`src/rtl/split_counter_pkg.sv`:
```
package split_counter_pkg;
  typedef enum logic {
    MODE_JOINED = 1'b0,
    MODE_SPLIT  = 1'b1
  } link_mode_e;

  localparam int unsigned NUM_HALVES = 2;
endpackage

```
`src/rtl/ctr_half.sv`:
```
module ctr_half #(
  parameter int unsigned W = 8
) (
  input  logic         clk,
  input  logic         rst,
  input  logic         load,
  input  logic [W-1:0] load_val,
  input  logic         inc,
  output logic [W-1:0] q,
  output logic         tc
);
  localparam logic [W-1:0] ALL_ONES = {W{1'b1}};
  localparam logic [W-1:0] ONE      = {{(W-1){1'b0}}, 1'b1};

  logic [W-1:0] q_next;

  always_comb begin
    if (rst)       q_next = '0;
    else if (load) q_next = load_val;
    else if (inc)  q_next = q + ONE;
    else           q_next = q;
  end

  always_ff @(posedge clk) q <= q_next;

  assign tc = (q == ALL_ONES);

  a_r1_reset_clears: assert property (@(posedge clk) rst |=> q == '0);
  a_r2_load_takes: assert property (@(posedge clk) disable iff (rst)
    load |=> q == $past(load_val));
  a_r3_step_one: assert property (@(posedge clk) disable iff (rst)
    (!load && inc) |=> q == $past(q) + ONE);
  a_r6_hold_idle: assert property (@(posedge clk) disable iff (rst)
    (!load && !inc) |=> $stable(q));
endmodule

```
`src/rtl/ctr_link.sv`:
```
module ctr_link
  import split_counter_pkg::*;
(
  input  logic       cnt_en,
  input  link_mode_e mode,
  input  logic       lo_tc,
  output logic       lo_inc,
  output logic       hi_inc
);
  always_comb begin
    lo_inc = cnt_en;
    unique case (mode)
      MODE_SPLIT:  hi_inc = cnt_en;
      default:     hi_inc = cnt_en & lo_tc;
    endcase
  end
endmodule

```
`src/rtl/split_counter.sv`:
```
module split_counter
  import split_counter_pkg::*;
#(
  parameter int unsigned HALF_W = 8
) (
  input  logic                  clk,
  input  logic                  rst,
  input  logic                  cnt_en,
  input  logic                  split_sel,
  input  logic                  load_en,
  input  logic [2*HALF_W-1:0]   load_val,
  output logic [2*HALF_W-1:0]   count_q,
  output logic                  lo_tc,
  output logic                  hi_tc,
  output logic                  full_tc
);
  localparam int unsigned FULL_W = NUM_HALVES * HALF_W;

  link_mode_e            mode;
  logic [NUM_HALVES-1:0] half_inc;
  logic [NUM_HALVES-1:0] half_tc;

  assign mode = split_sel ? MODE_SPLIT : MODE_JOINED;

  ctr_link u_link (
    .cnt_en (cnt_en),
    .mode   (mode),
    .lo_tc  (half_tc[0]),
    .lo_inc (half_inc[0]),
    .hi_inc (half_inc[1])
  );

  for (genvar g = 0; g < NUM_HALVES; g++) begin : g_half
    ctr_half #(.W(HALF_W)) u_half (
      .clk      (clk),
      .rst      (rst),
      .load     (load_en),
      .load_val (load_val[g*HALF_W +: HALF_W]),
      .inc      (half_inc[g]),
      .q        (count_q[g*HALF_W +: HALF_W]),
      .tc       (half_tc[g])
    );
  end

  assign lo_tc   = half_tc[0];
  assign hi_tc   = half_tc[1];
  assign full_tc = (mode == MODE_JOINED) & half_tc[0] & half_tc[1];

  a_r4_no_early_carry: assert property (@(posedge clk) disable iff (rst)
    (!load_en && !split_sel && !lo_tc) |=>
      count_q[FULL_W-1:HALF_W] == $past(count_q[FULL_W-1:HALF_W]));
  a_r5_split_upper: assert property (@(posedge clk) disable iff (rst)
    (!load_en && split_sel && cnt_en) |=>
      count_q[FULL_W-1:HALF_W] == $past(count_q[FULL_W-1:HALF_W]) + 1'b1);
  a_r8_full_flag: assert property (@(posedge clk)
    full_tc |-> (count_q == {FULL_W{1'b1}} && !split_sel));
endmodule

```
`config.mk`:
```
export PLATFORM = sky130hd
export DESIGN_NAME = split_counter
export DESIGN_NICKNAME = d
export VERILOG_FILES = /design/src/rtl/split_counter_pkg.sv /design/src/rtl/ctr_half.sv /design/src/rtl/ctr_link.sv /design/src/rtl/split_counter.sv
export SDC_FILE = /design/constraint.sdc
export NUM_CORES = 1
export LEC_CHECK = 0
export ABC_AREA = 1
export BUFFER_PORTS_ARGS = -buffer_cell sky130_fd_sc_hd__buf_4
export CORE_ASPECT_RATIO = 0.75
export CORE_MARGIN = 1.5
export CORE_UTILIZATION = 43
export DETAILED_ROUTE_END_ITERATION = 7
export PLACE_DENSITY = 0.72
export SLEW_MARGIN = 20
export SYNTH_ARGS = -nofsm -noshare
export SYNTH_HDL_FRONTEND = slang
export SYNTH_SLANG_ARGS = --single-unit
```
`constraint.sdc`:
```
create_clock -name clk -period 1.2 [get_ports clk]
set_input_delay 0 -clock clk [delete_from_list [all_inputs] [get_ports clk]]
set_output_delay 0 -clock clk [all_outputs]
set_load 0.01 [all_outputs]
```
# == After elaboration in Yosys (flattened, before gate mapping) ==
# Cells that the tools add are included.
# totals
regBits,16
wordCells,18
input_bits,21
output_inout_bits,19
# classes
n_eq_ne,2
reduce_logical,2
bitwise,4
add_sub_neg,2
mux,6
# op_table
cell,n
two-way mux 8 bit,4
"adder 8 x 1 -> 8 bit, second input constant",2
"equality test 8 bit, second input constant",2
nonzero test 2 bit,2
bitwise AND 1 bit,3
two-way mux 1 bit,2
NOT 1 bit,1

# == Longest topological paths before layout ==
# Gate-level depths: netlist of the first run.
# logic_depth
ltp_word,5
mapped_depth,10
mapped_depth_nobuf,10

# == By module ==
# A second synthesis of the first run with hierarchy kept.
# unflattened
cells_unflattened,154
area_unflattened_um2,1023.5
# by_module_without_submodules
module,seq_area_each_um2,cells_per_inst,area_each_um2,n_inst
ctr_half (g_half[1].u_half),160.2,74,501.7,1
ctr_half (g_half[0].u_half),160.2,74,493.0,1
ctr_link,0.0,4,18.8,1
split_counter,0.0,2,10.0,1

# == Worst setup path before layout of the first run ==
# Ideal clock, no wire load.
# synth_path
kind,flip-flop to flip-flop
from,register g_half[0].u_half.q[0]
to,register g_half[1].u_half.q[4]
arrival_time_ns,1.197
n_path_buf,0
path_stages_with_launch,11
synth_period_minus_slack_ns,1.310
slack_ns,-0.110
setup_ns,0.114
t_required_ns,1.086
path_cell_list,dfxtp_1 ha_1 inv_1 nor2_4 nand2_2 nand2_2 nand2_4 clkinv_4 nand2_1 nand2_1 a21oi_2
# synth_via
elab_chain_cells,4
# synth_lines
item,line,text
from (decl),ctr_half.sv:9,"output logic [W-1:0] q,"
from (signal assigned),ctr_half.sv:24,always_ff @(posedge clk) q <= q_next;
equality test 8 bit,ctr_half.sv:26,assign tc = (q == ALL_ONES);
bitwise AND 1 bit,ctr_link.sv:14,default: hi_inc = cnt_en & lo_tc;
two-way mux 1 bit,ctr_link.sv:12,unique case (mode)
nonzero test 2 bit (no line),--,
to (signal assigned),ctr_half.sv:24,
to (decl),ctr_half.sv:9,
# Every way passes these cells.
# A chain may end at the register's enable or synchronous reset.

# == Final worst setup path of the first run ==
# layout_path
from,register g_half[1].u_half.q[0]
to,output hi_tc
# layout_via
elab_chain_cells,1
# layout_lines
item,line,text
equality test 8 bit,ctr_half.sv:26,
to (decl),split_counter.sv:14,"output logic hi_tc,"
# Every way passes these cells.

==> results of run 1 <==
layer usage:
metal	wire (microns)	up-vias
met4	147	0
met5	0	-
met2	1883	75
met1	1451	623
li1	-	643
met3	305	21
worst register-to-register path, cell delays in order, from the launching register on:
cell and delay [ns]:
dfxtp_4 0.37, ha_4 0.16, inv_2 0.06, nor2_4 0.04, nand2_2 0.10, buf_6 0.14, nand2_8 0.07, nand2_8 0.14
clkinv_8 0.10, o21ai_2 0.07, nand2_1 0.06, nor2_1 0.13
final cells by class:
cell class / instances / area [sq um]
sequential: 16 / 331.6
fill: 165 / 474.2
clock inverter: 1 / 3.754
clock buffer: 3 / 22.52
multi-input combinational: 117 / 772.0
tap: 34 / 42.54
inverter: 21 / 91.34
timing repair buffer: 66 / 533.0
worst paths after layout:
check        cells past startpoint             startpoint               endpoint
max reg2reg                     11  g_half[0].u_half.q[0]  g_half[1].u_half.q[5]
max                              7  g_half[1].u_half.q[0]                  hi_tc
min                              3            load_val[3]  g_half[0].u_half.q[3]
min reg2reg                      2  g_half[1].u_half.q[4]  g_half[1].u_half.q[4]
cells in the final DEF (no fill, tap or decap), drive strengths merged:
master,instances
nand4,1
a21oi,13
a22oi,4
nor4,1
clkinv,2
nand3b,2
and2,1
xor2,2
o21ai,13
ha,2
xnor2,1
dfxtp,16
nor2,19
o22ai,1
nor3,1
nand3,9
nand2,45
clkbuf,3
buf,60
dlygate4sd3,6
o21bai,2
inv,20
per-stage QoR:
| step | instances | total power, W | TNS (ns) | instance area, sq um | hold slack (ns) |
|---|---|---|---|---|---|
| after global placement | 242 | 0.0009768 | -0.1849 | 1488 | 0.2295 |
| final | 258 | 0.001408 | -2.403 | 1797 | 0.01197 |
| after global routing | 258 | 0.001475 | -3.153 | 1797 | 0.03289 |
| after detailed placement | 242 | 0.0009851 | -0.3194 | 1488 | 0.2336 |
| after CTS | 257 | 0.001343 | -1.589 | 1672 | 0.01408 |
| after floorplan | 155 | 0.0007933 | 0 | 1049 | 0.05410 |
what timing repair did:
item	4_1_cts	5_1_grt
pin swaps	3	8
hold buffers	6	0
endpoints found under the setup margin	13	14
endpoints found under the hold margin	9	0
gates resized for setup	17	30
gates cloned	1	0
setup buffers	4	1
kinds of logic after synthesis:
logic type	count (synthesis)	share of synthesized area (%)
buf+inv	23	9.779
fa+ha+maj	2	2.445
compound gates	33	19.19
simple gates	78	34.72
flops	16	31.30
xor+xnor	3	2.568
report_power, final:
part,switching [W],internal [W],leakage (nW)
logic,0.000240,0.000233,0.688
clock network,0.000202,0.000122,0.0154
registers,0.0000398,0.000572,0.135
==> qor.txt, run 1 <==
Area Overhead vs Synth: 75.55%
Antenna violations before repair: 0
Via density per instance: 5.279
M2 GR Usage: 44.62%
Finished Core Util: 79.12%
Met1 Usage GRT: 31.06%
Final min period: 1.493 ns
Die W: 59.34 microns
Final setup violation count: 13
Fmax: 0.6699 GHz
Port buffer count: 39
GR Layer Usage met3: 7.163%
Initial Util: 45.07%
Clock Sinks: 16
Largest net degree at the start of global routing: 19
Syn avg cell area: 6.603 sq um
Mapped Nets: 178
DRC: 0
Number of synthesized flops with an enable pin: 0
Post-DP HPWL: 2172 microns
Distinct cells, synth: 30
Reg with most FFs: g_half.u_half.q
CTS tree: yes
Yosys reg bits: 16
Drt wl/cell: 14.68 microns
CP max stage delay: 0.38 ns
Post-route setup slack: -0.2927 ns
Critical path class: flop to primary output
I/O pins: 40
Final slew viol count: 0
Fraction of layout cells with a size suffix above 1: 49.11%
Startpoint Class: flop
Syn. warnings: 0
Cells after synthesis: 155
CTS Buffer Depth: 2
Antenna cells: 0
WP data arrival: 1.49 ns
Maximum VDD drop: 0.6277 mV
HP Class: input port to flop
Final-report hold violation count: 0
Global routing's busiest layer: met2
Slew @ Worst Pin: 0.4209 ns
Commonest cells post-synth: nand2_1, inv_1, dfxtp_1, nor2_1, a21oi_1
Full die area: 2685 sq um
First-pass GRT wire length: 5202 microns
CP required: 1.20 ns
Number of global-route vias before repair: 1200
Clk_lat worst skew: 0.31 ns
Synth area leader: dfxtp_1
Cell family with most CP delay: flip-flops
Yosys top cell area share: 31.30%
RSZ-0062 raised after global routing: yes
Synth top area cells: dfxtp_1, nand2_1, inv_1
Part of the cycle the worst path needs: 124.4%
Synthesized cell area: 1023 sq um
Max Cap Viol: 0
Async set-or-reset flop fraction in the synthesized netlist: 0%
Final #Nets: 248
Max-slew headroom: 71.83%
H-tree depth reported by CTS: 1
Total CTS buffers: 3
Crit path max-delay cell type: dfxtp_4
Clock Skew: 0.005405 ns
Core area: 2271 sq um
P_leak: 0.8380 nW
Clk root buf: clkbuf_4
CP Capture Type: primary output
DRT Pass-1 Iters: 6
Failing checks: setup timing
# rows: 15
Power per standard cell area: 783.9 nW/um^2
Reg2Reg Setup Slack: -0.27 ns
Status: finished, violations left
Top FF cell, synth: dfxtp_1
Gpl congestion: 0.7879
Reg clk slew, reported paths: 0.10 ns
Flip-flop count of the largest register after layout: 16
Chip Height: 45.25 microns
Vias: 1362
CP cell instances: ha_4 > nand2_2 > inv_2 > nand3_4 > buf_6 > nor2_1 > buf_4
Buffer and inverter count on the worst path: 3
Crit-path max FO: 3
Top-count cell post-synth: nand2_1
GRT overflow: 0
Post-route ant nets: 0
All-Layer GR Usage: 26.79%
Sequential share of the synthesized area: 31.30%
Biggest regs: g_half.u_half.q x16
WL final: 3788 microns
Initial DRC Count: 104
Setup WS pre-CTS: -0.05781 ns
Power figures use the tool's default switching activity.
==> run 2: changes to the inputs <==
--- a/config.mk
+++ b/config.mk
@@ -5,13 +5,14 @@
 export SDC_FILE = /design/constraint.sdc
 export NUM_CORES = 1
 export LEC_CHECK = 0
-export ABC_AREA = 1
 export BUFFER_PORTS_ARGS = -buffer_cell sky130_fd_sc_hd__buf_4
 export CORE_ASPECT_RATIO = 0.75
 export CORE_MARGIN = 1.5
-export CORE_UTILIZATION = 43
+export CORE_UTILIZATION = 41
 export DETAILED_ROUTE_END_ITERATION = 7
-export PLACE_DENSITY = 0.72
+export GPL_TIMING_DRIVEN = 0
+export PLACE_DENSITY = 0.71
+export SKIP_CTS_REPAIR_TIMING = 1
 export SLEW_MARGIN = 20
 export SYNTH_ARGS = -nofsm -noshare
 export SYNTH_HDL_FRONTEND = slang
==> run 2 against run 1 <==
The run ends with hold timing, setup timing left. Clock-buffer cell count increased by 1. First-iteration DRC count decreased by 83%. Non-clock buffer count decreased by 7. Clock power increased by 17%. Routed wire length decreased by 29%. Hold slack got worse by 0.024 ns. Maximum frequency decreased by 10%. Combinational power decreased by 33%. Critical path depth decreased by 1. Design area decreased by 17%. Die area decreased by 8.0%. Cell count decreased by 26%. Highest routed layer unchanged.
==> qor.txt, run 2 <==
Drt wl/cell: 14.02 microns (-4.5%)
Largest net degree at the start of global routing: 11 (-8)
Commonest cells after routing, fill and taps aside: buf_4, nor2_1, dlygate4sd3_1
P_leak: 0.5961 nW (-29%)
CP required: 1.42 ns (+0.22 ns)
Post-route ant nets: 0 (unchanged)
Fraction of layout cells with a size suffix above 1: 43.71% (-5.4 points)
CP Capture Type: flop
Clk_lat worst skew: 0.30 ns (about the same)
DRC: 0 (unchanged)
# rows: 14 (-1)
Clk root buf: clkbuf_4
GRT overflow: 0 (unchanged)
Async set-or-reset flop fraction in the synthesized netlist: 0% (unchanged)
Distinct cells, synth: 30 (unchanged)
Area Overhead vs Synth: 67.93%
Reg clk slew, reported paths: 0.11 ns (about the same)
Initial DRC Count: 18 (-83%)
Antenna violations before repair: 0 (unchanged)
Placed cells: 171 (-29%)
Yosys reg bits: 16 (unchanged)
Synthesized cell area: 893.4 sq um (-13%)
Number of synthesized flops with an enable pin: 0 (unchanged)
Via density per instance: 5.518 (+4.5%)
Max Cap Viol: 0 (unchanged)
Syn avg cell area: 8.121 sq um (+23%)
Total CTS buffers: 3 (unchanged)
H-tree depth reported by CTS: 1 (unchanged)
Startpoint Class: flop
CTS tree: yes
All-Layer GR Usage: 21.12% (-5.7 points)
Final setup violation count: 14 (+1)
Failing checks: hold timing, setup timing
Number of global-route vias before repair: 839 (-30%)
Part of the cycle the worst path needs: 138.3% (+14 points)
Post-route setup slack: -0.4601 ns (-0.1674 ns)
Fillers: 154 (-6.7%)
CTS Buffer Depth: 2 (unchanged)
Status: finished, violations left
Syn. warnings: 0 (unchanged)
Die W: 56.90 microns (-4.1%)
Flip-flop count of the largest register after layout: 16 (unchanged)
Gpl congestion: 0.8334 (+5.8%)
Synth top area cells: dfxtp_1, a311oi_1, nor2_1
Commonest non-fill, non-tap cell in the layout: buf_4
Core area: 2032 sq um (-11%)
Non-filler cells, final: 191 (-26%)
Mapped Nets: 133 (-25%)
Max-slew headroom: 57.46% (-14 points)
Vias: 1054 (-23%)
Multi-input gate area: 613.1 sq um (-21%)
Biggest regs: g_half.u_half.q x16
Commonest cells post-synth: dfxtp_1, nor2_1, nand2_1, a311oi_1, o21ai_0
Final min period: 1.660 ns (+0.1674 ns)
RSZ-0062 raised after global routing: yes
Fmax: 0.6024 GHz (-10%)
Cells after synthesis: 110 (-29%)
Power per standard cell area: 879.6 nW/um^2 (+12%)
WP data arrival: 1.88 ns (+0.39 ns)
Top-count cell post-synth: dfxtp_1
Final slew viol count: 0 (unchanged)
Clock Skew: 0.01089 ns (+0.005487 ns)
Slew @ Worst Pin: 0.6381 ns (+0.2171 ns)
I/O pins: 40 (unchanged)
Post-DP HPWL: 1866 microns (-14%)
Full die area: 2471 sq um (-8.0%)
Top FF cell, synth: dfxtp_1
Crit-path max FO: 5 (+2)
Antenna cells: 0 (unchanged)
Critical path class: flop to flop
Final-report hold violation count: 1 (+1)
Initial Util: 43.97% (-1.1 points)
DRT Pass-1 Iters: 6 (unchanged)
Setup WS pre-CTS: -0.5087 ns (-0.4509 ns)
Sequential Area: 344.1 sq um (+3.8%)
Clock Sinks: 16 (unchanged)
First-pass GRT wire length: 3919 microns (-25%)
Port buffer count: 37 (-5.1%)
Reg with most FFs: g_half.u_half.q
Final Hold Slack: -0.01225 ns (-0.02423 ns)
Synth area leader: dfxtp_1
Final #Nets: 191 (-23%)
HP Class: input port to flop
Maximum VDD drop: 0.8546 mV (+36%)
Sequential share of the synthesized area: 35.85% (+4.6 points)
Chip Height: 43.43 microns (-4.0%)
Yosys top cell area share: 35.85% (+4.6 points)
WL final: 2678 microns (-29%)
[run 2: changes by cell type after synthesis, moves of 3 or more]
| cell | before | now |
|---|---|---|
| a211oi_1 | 0 | 3 |
| a21oi_1 | 11 | 4 |
| a22oi_1 | 4 | 0 |
| a311oi_1 | 0 | 8 |
| clkbuf_1 | 0 | 4 |
| inv_1 | 17 | 3 |
| inv_2 | 3 | 0 |
| nand2_1 | 39 | 11 |
| nand2_2 | 4 | 1 |
| nand3_1 | 9 | 4 |
| o21ai_0 | 10 | 7 |
| or3_1 | 0 | 6 |
[run 2: layout make-up]
class | count | area share, %
plain buffers | 6 | 2.252
clock buffers | 4 | 2.419
inverters | 4 | 1.001
multi-input cells | 84 | 40.87
flip-flops and latches | 16 | 22.94
well taps | 24 | 2.002
repair buffers | 53 | 28.52
[run 2: critical path, cell delays in order (launching register included)]
cell      delay [ns]
dfxtp_4         0.39
ha_4            0.15
and4_4          0.24
a21oi_4         0.07
buf_6           0.13
or3_1           0.36
a311oi_2        0.25
[run 2: cell families (layout without fill, tap and decap cells)]
logic type                 after synthesis  count (layout)  synth area share [%]
and+or+nand+nor                         47              47                 26.75
buffers and inverters                   10              67                 5.461
muxes                                    1               1                 1.120
DFF                                     16              16                 35.85
xor gates and xnor gates                 5               5                 4.903
adders and majority gates                2               2                 2.801
AOI/OAI and AO/OA                       29              29                 23.11
[run 2: report_power, final]
| part | internal (W) | switching, W |
|---|---|---|
| sequential | 0.000571 | 0.0000539 |
| combinational | 0.000177 | 0.000138 |
| clock | 0.000185 | 0.000193 |
[run 2: worst paths after layout]
kind                         startpoint                     to  slack [ns]  cells after the start
setup / recovery  g_half[0].u_half.q[0]  g_half[1].u_half.q[6]       -0.46                      6
hold / removal              load_val[3]  g_half[0].u_half.q[3]       -0.01                      3
setup reg to reg  g_half[0].u_half.q[0]  g_half[1].u_half.q[6]       -0.46                      6
hold reg to reg   g_half[1].u_half.q[1]  g_half[1].u_half.q[1]        0.51                      2
[run 2: metrics by stage]
stage | cell area (sq um) | total power (W) | setup TNS (ns) | hold slack, ns | util (%)
final | 1500 | 0.001320 | -3.728 | -0.01225 | 73.83
after global routing | 1500 | 0.001378 | -4.922 | 0.007914 | 73.83
after CTS | 1277 | 0.001262 | -3.807 | -0.08377 | 62.87
after detailed placement | 1241 | 0.0008938 | -3.261 | 0.2387 | 61.08
after global placement | 1241 | 0.0008863 | -2.778 | 0.2337 | 61.08
after floorplan | 933.4 | 0.0007532 | -2.247 | 0.03407 | -
[run 2: metal layers]
metal  vias up  part of all wire [%]  global-route usage, %
met5         -                     0                      0
met4         0                   1.3                  8.372
met3         5                   5.0                  7.463
met2        27                    46                  31.03
met1       498                    47                  28.55
li1        524                     -                      -
==> run 3: changes to the inputs <==
--- a/config.mk
+++ b/config.mk
@@ -11,7 +11,7 @@
 export CORE_UTILIZATION = 41
 export DETAILED_ROUTE_END_ITERATION = 7
 export GPL_TIMING_DRIVEN = 0
-export PLACE_DENSITY = 0.71
+export PLACE_DENSITY = 0.72
 export SKIP_CTS_REPAIR_TIMING = 1
 export SLEW_MARGIN = 20
 export SYNTH_ARGS = -nofsm -noshare
==> run 3 against run 2 <==
The run ends with setup timing left. Sequential power hardly changed. Clock skew shrank 0.0069 ns. Hold slack improved by 0.023 ns. Cell count increased by 2.6%. Maximum frequency down 2.0%. Routed wire length up 0.93%. Die area is the same. Clock power down 1%. Clock-buffer cell count unchanged. Register-to-register slack got worse by 0.03 ns. Critical endpoint is now g_half[1].u_half.q[4].
==> qor.txt, run 3 (synthesized netlist as in run 2, its figures left out) <==
Reg with most FFs: g_half.u_half.q
Final-report hold violation count: 0 (-1)
Final slew viol count: 0 (unchanged)
Port buffer count: 37 (unchanged)
CP cell instances: ha_4 > and4_4 > a21oi_4 > buf_6 > or3_1 > a311oi_2
Hold path cells: 3 (unchanged)
Power per standard cell area: 875.6 nW/um^2 (-0.45%)
Non-filler cells, final: 196 (+2.6%)
All-Layer GR Usage: 21.23% (+0.11 points)
Drt wl/cell: 13.79 microns (-1.6%)
Commonest cells after routing, fill and taps aside: buf_4, dlygate4sd3_1, nor2_1
Antenna cells: 0 (unchanged)
Slew @ Worst Pin: 0.5076 ns (-0.1305 ns)
Final #Nets: 196 (+2.6%)
Part of the cycle the worst path needs: 141.1% (+2.8 points)
Placed cells: 171 (unchanged)
Number of global-route vias before repair: 909 (+8.3%)
Crit path max-delay cell type: dfxtp_4
Total power: 0.001325 W (+0.38%)
Flip-flop count of the largest register after layout: 16 (unchanged)
Total CTS buffers: 3 (unchanged)
Max-slew headroom: 66.16% (+8.7 points)
HP Class: input port to flop
Core area: 2032 sq um (unchanged)
Final setup violation count: 15 (+1)
CTS Buffer Depth: 2 (unchanged)
Reg clk slew, reported paths: 0.10 ns (about the same)
Initial DRC Count: 48 (+30)
Critical path class: flop to flop
Post-DP HPWL: 1833 microns (-1.8%)
Fmax: 0.5905 GHz (-2.0%)
Reg2reg start: g_half[0].u_half.q[0]
Antenna violations before repair: 0 (unchanged)
CP max stage delay: 0.38 ns (about the same)
H-tree depth reported by CTS: 1 (unchanged)
I/O pins: 40 (unchanged)
Area Overhead vs Synth: 69.33%
M2 GR Usage: 32.64% (+1.6 points)
Fraction of layout cells with a size suffix above 1: 41.28% (-2.4 points)
Post-route ant nets: 0 (unchanged)
DRC: 0 (unchanged)
Vias: 1073 (+1.8%)
Via density per instance: 5.474 (-0.79%)
Clock Sinks: 16 (unchanged)
Max Cap Viol: 0 (unchanged)
Final min period: 1.693 ns (+0.03337 ns)
Min-delay src: load_val[5]
Biggest regs: g_half.u_half.q x16
Clk root buf: clkbuf_4
Initial Util: 43.97% (unchanged)
Met1 Usage GRT: 29.60% (+1.1 points)
Sequential Area: 341.6 sq um (-0.73%)
# rows: 14 (unchanged)
CP required: 1.41 ns (about the same)
Global routing's busiest layer: met2
CP Launch Point: g_half[0].u_half.q[0]
Clk_lat worst skew: 0.30 ns (about the same)
WP data arrival: 1.90 ns (+0.02 ns)
Die W: 56.90 microns (unchanged)
Full die area: 2471 sq um (unchanged)
Clock Skew: 0.004011 ns (-0.006881 ns)
RSZ-0062 raised after global routing: yes
Register-to-Register Path Depth: 6 (unchanged)
GR Layer Usage met3: 6.866% (-0.60 points)
DRT Pass-1 Iters: 4 (-2)
CTS tree: yes
Failing checks: setup timing
Startpoint Class: flop
Commonest non-fill, non-tap cell in the layout: buf_4
Multi-input gate area: 581.8 sq um (-5.1%)
GRT overflow: 0 (unchanged)
Maximum VDD drop: 0.6536 mV (-24%)
CP Capture Type: flop
Setup Total Neg Slack: -3.808 ns (-0.08011 ns)
P_leak: 0.6084 nW (+2.1%)
Fillers: 160 (+3.9%)
Status: finished, violations left
WL final: 2703 microns (+0.93%)
Gpl congestion: 0.8451 (+1.4%)
Largest net degree at the start of global routing: 11 (unchanged)
Post-route setup slack: -0.4935 ns (-0.03337 ns)
First-pass GRT wire length: 4057 microns (+3.5%)
Chip Height: 43.43 microns (unchanged)
Crit-path max FO: 5 (unchanged)
## run 3: worst max-delay path, delay by kind of cell (launching register included)
family	cells	cell delay [ns]
fa+ha+maj	1	0.15
buf+inv	1	0.14
flops	1	0.38
compound gates	2	0.37
simple gates	2	0.56
## run 3: final timing paths
kind	end	slack [ns]
min reg2reg	g_half[1].u_half.q[1]	0.51
max	g_half[1].u_half.q[4]	-0.49
max reg2reg	g_half[1].u_half.q[4]	-0.49
min	g_half[0].u_half.q[5]	0.01
## run 3: layout make-up
cell class / instances / share of cell area (%)
Inverter: 4 / 0.9926
Multi-Input combinational cell: 84 / 38.46
Timing Repair Buffer: 58 / 31.35
Clock buffer: 4 / 2.399
Sequential cell: 16 / 22.58
Tap cell: 24 / 1.985
Buffer: 6 / 2.233
## run 3: power breakdown
group          total [W]  internal (W)  switching, W
clock network   0.000373      0.000185      0.000188
logic           0.000327      0.000187      0.000140
registers       0.000624      0.000572     0.0000521
total            0.00132      0.000945      0.000380
## run 3: stage by stage
step | utilization (%) | area, sq um | setup slack (ns) | hold WS [ns]
finish | 74.45 | 1513 | -0.4935 | 0.01081
floorplan | - | 933.4 | -0.3732 | 0.03407
global placement | 61.08 | 1241 | -0.4204 | 0.2310
detailed placement | 61.08 | 1241 | -0.5082 | 0.2384
CTS | 62.87 | 1277 | -0.5367 | -0.08367
global route | 74.45 | 1513 | -0.5470 | 0.02354
## run 3: layer usage
layer,vias up,share of wire [%]
met3,2,8.4
met1,487,45
met4,0,0.37
met2,45,46
met5,-,0
li1,539,-
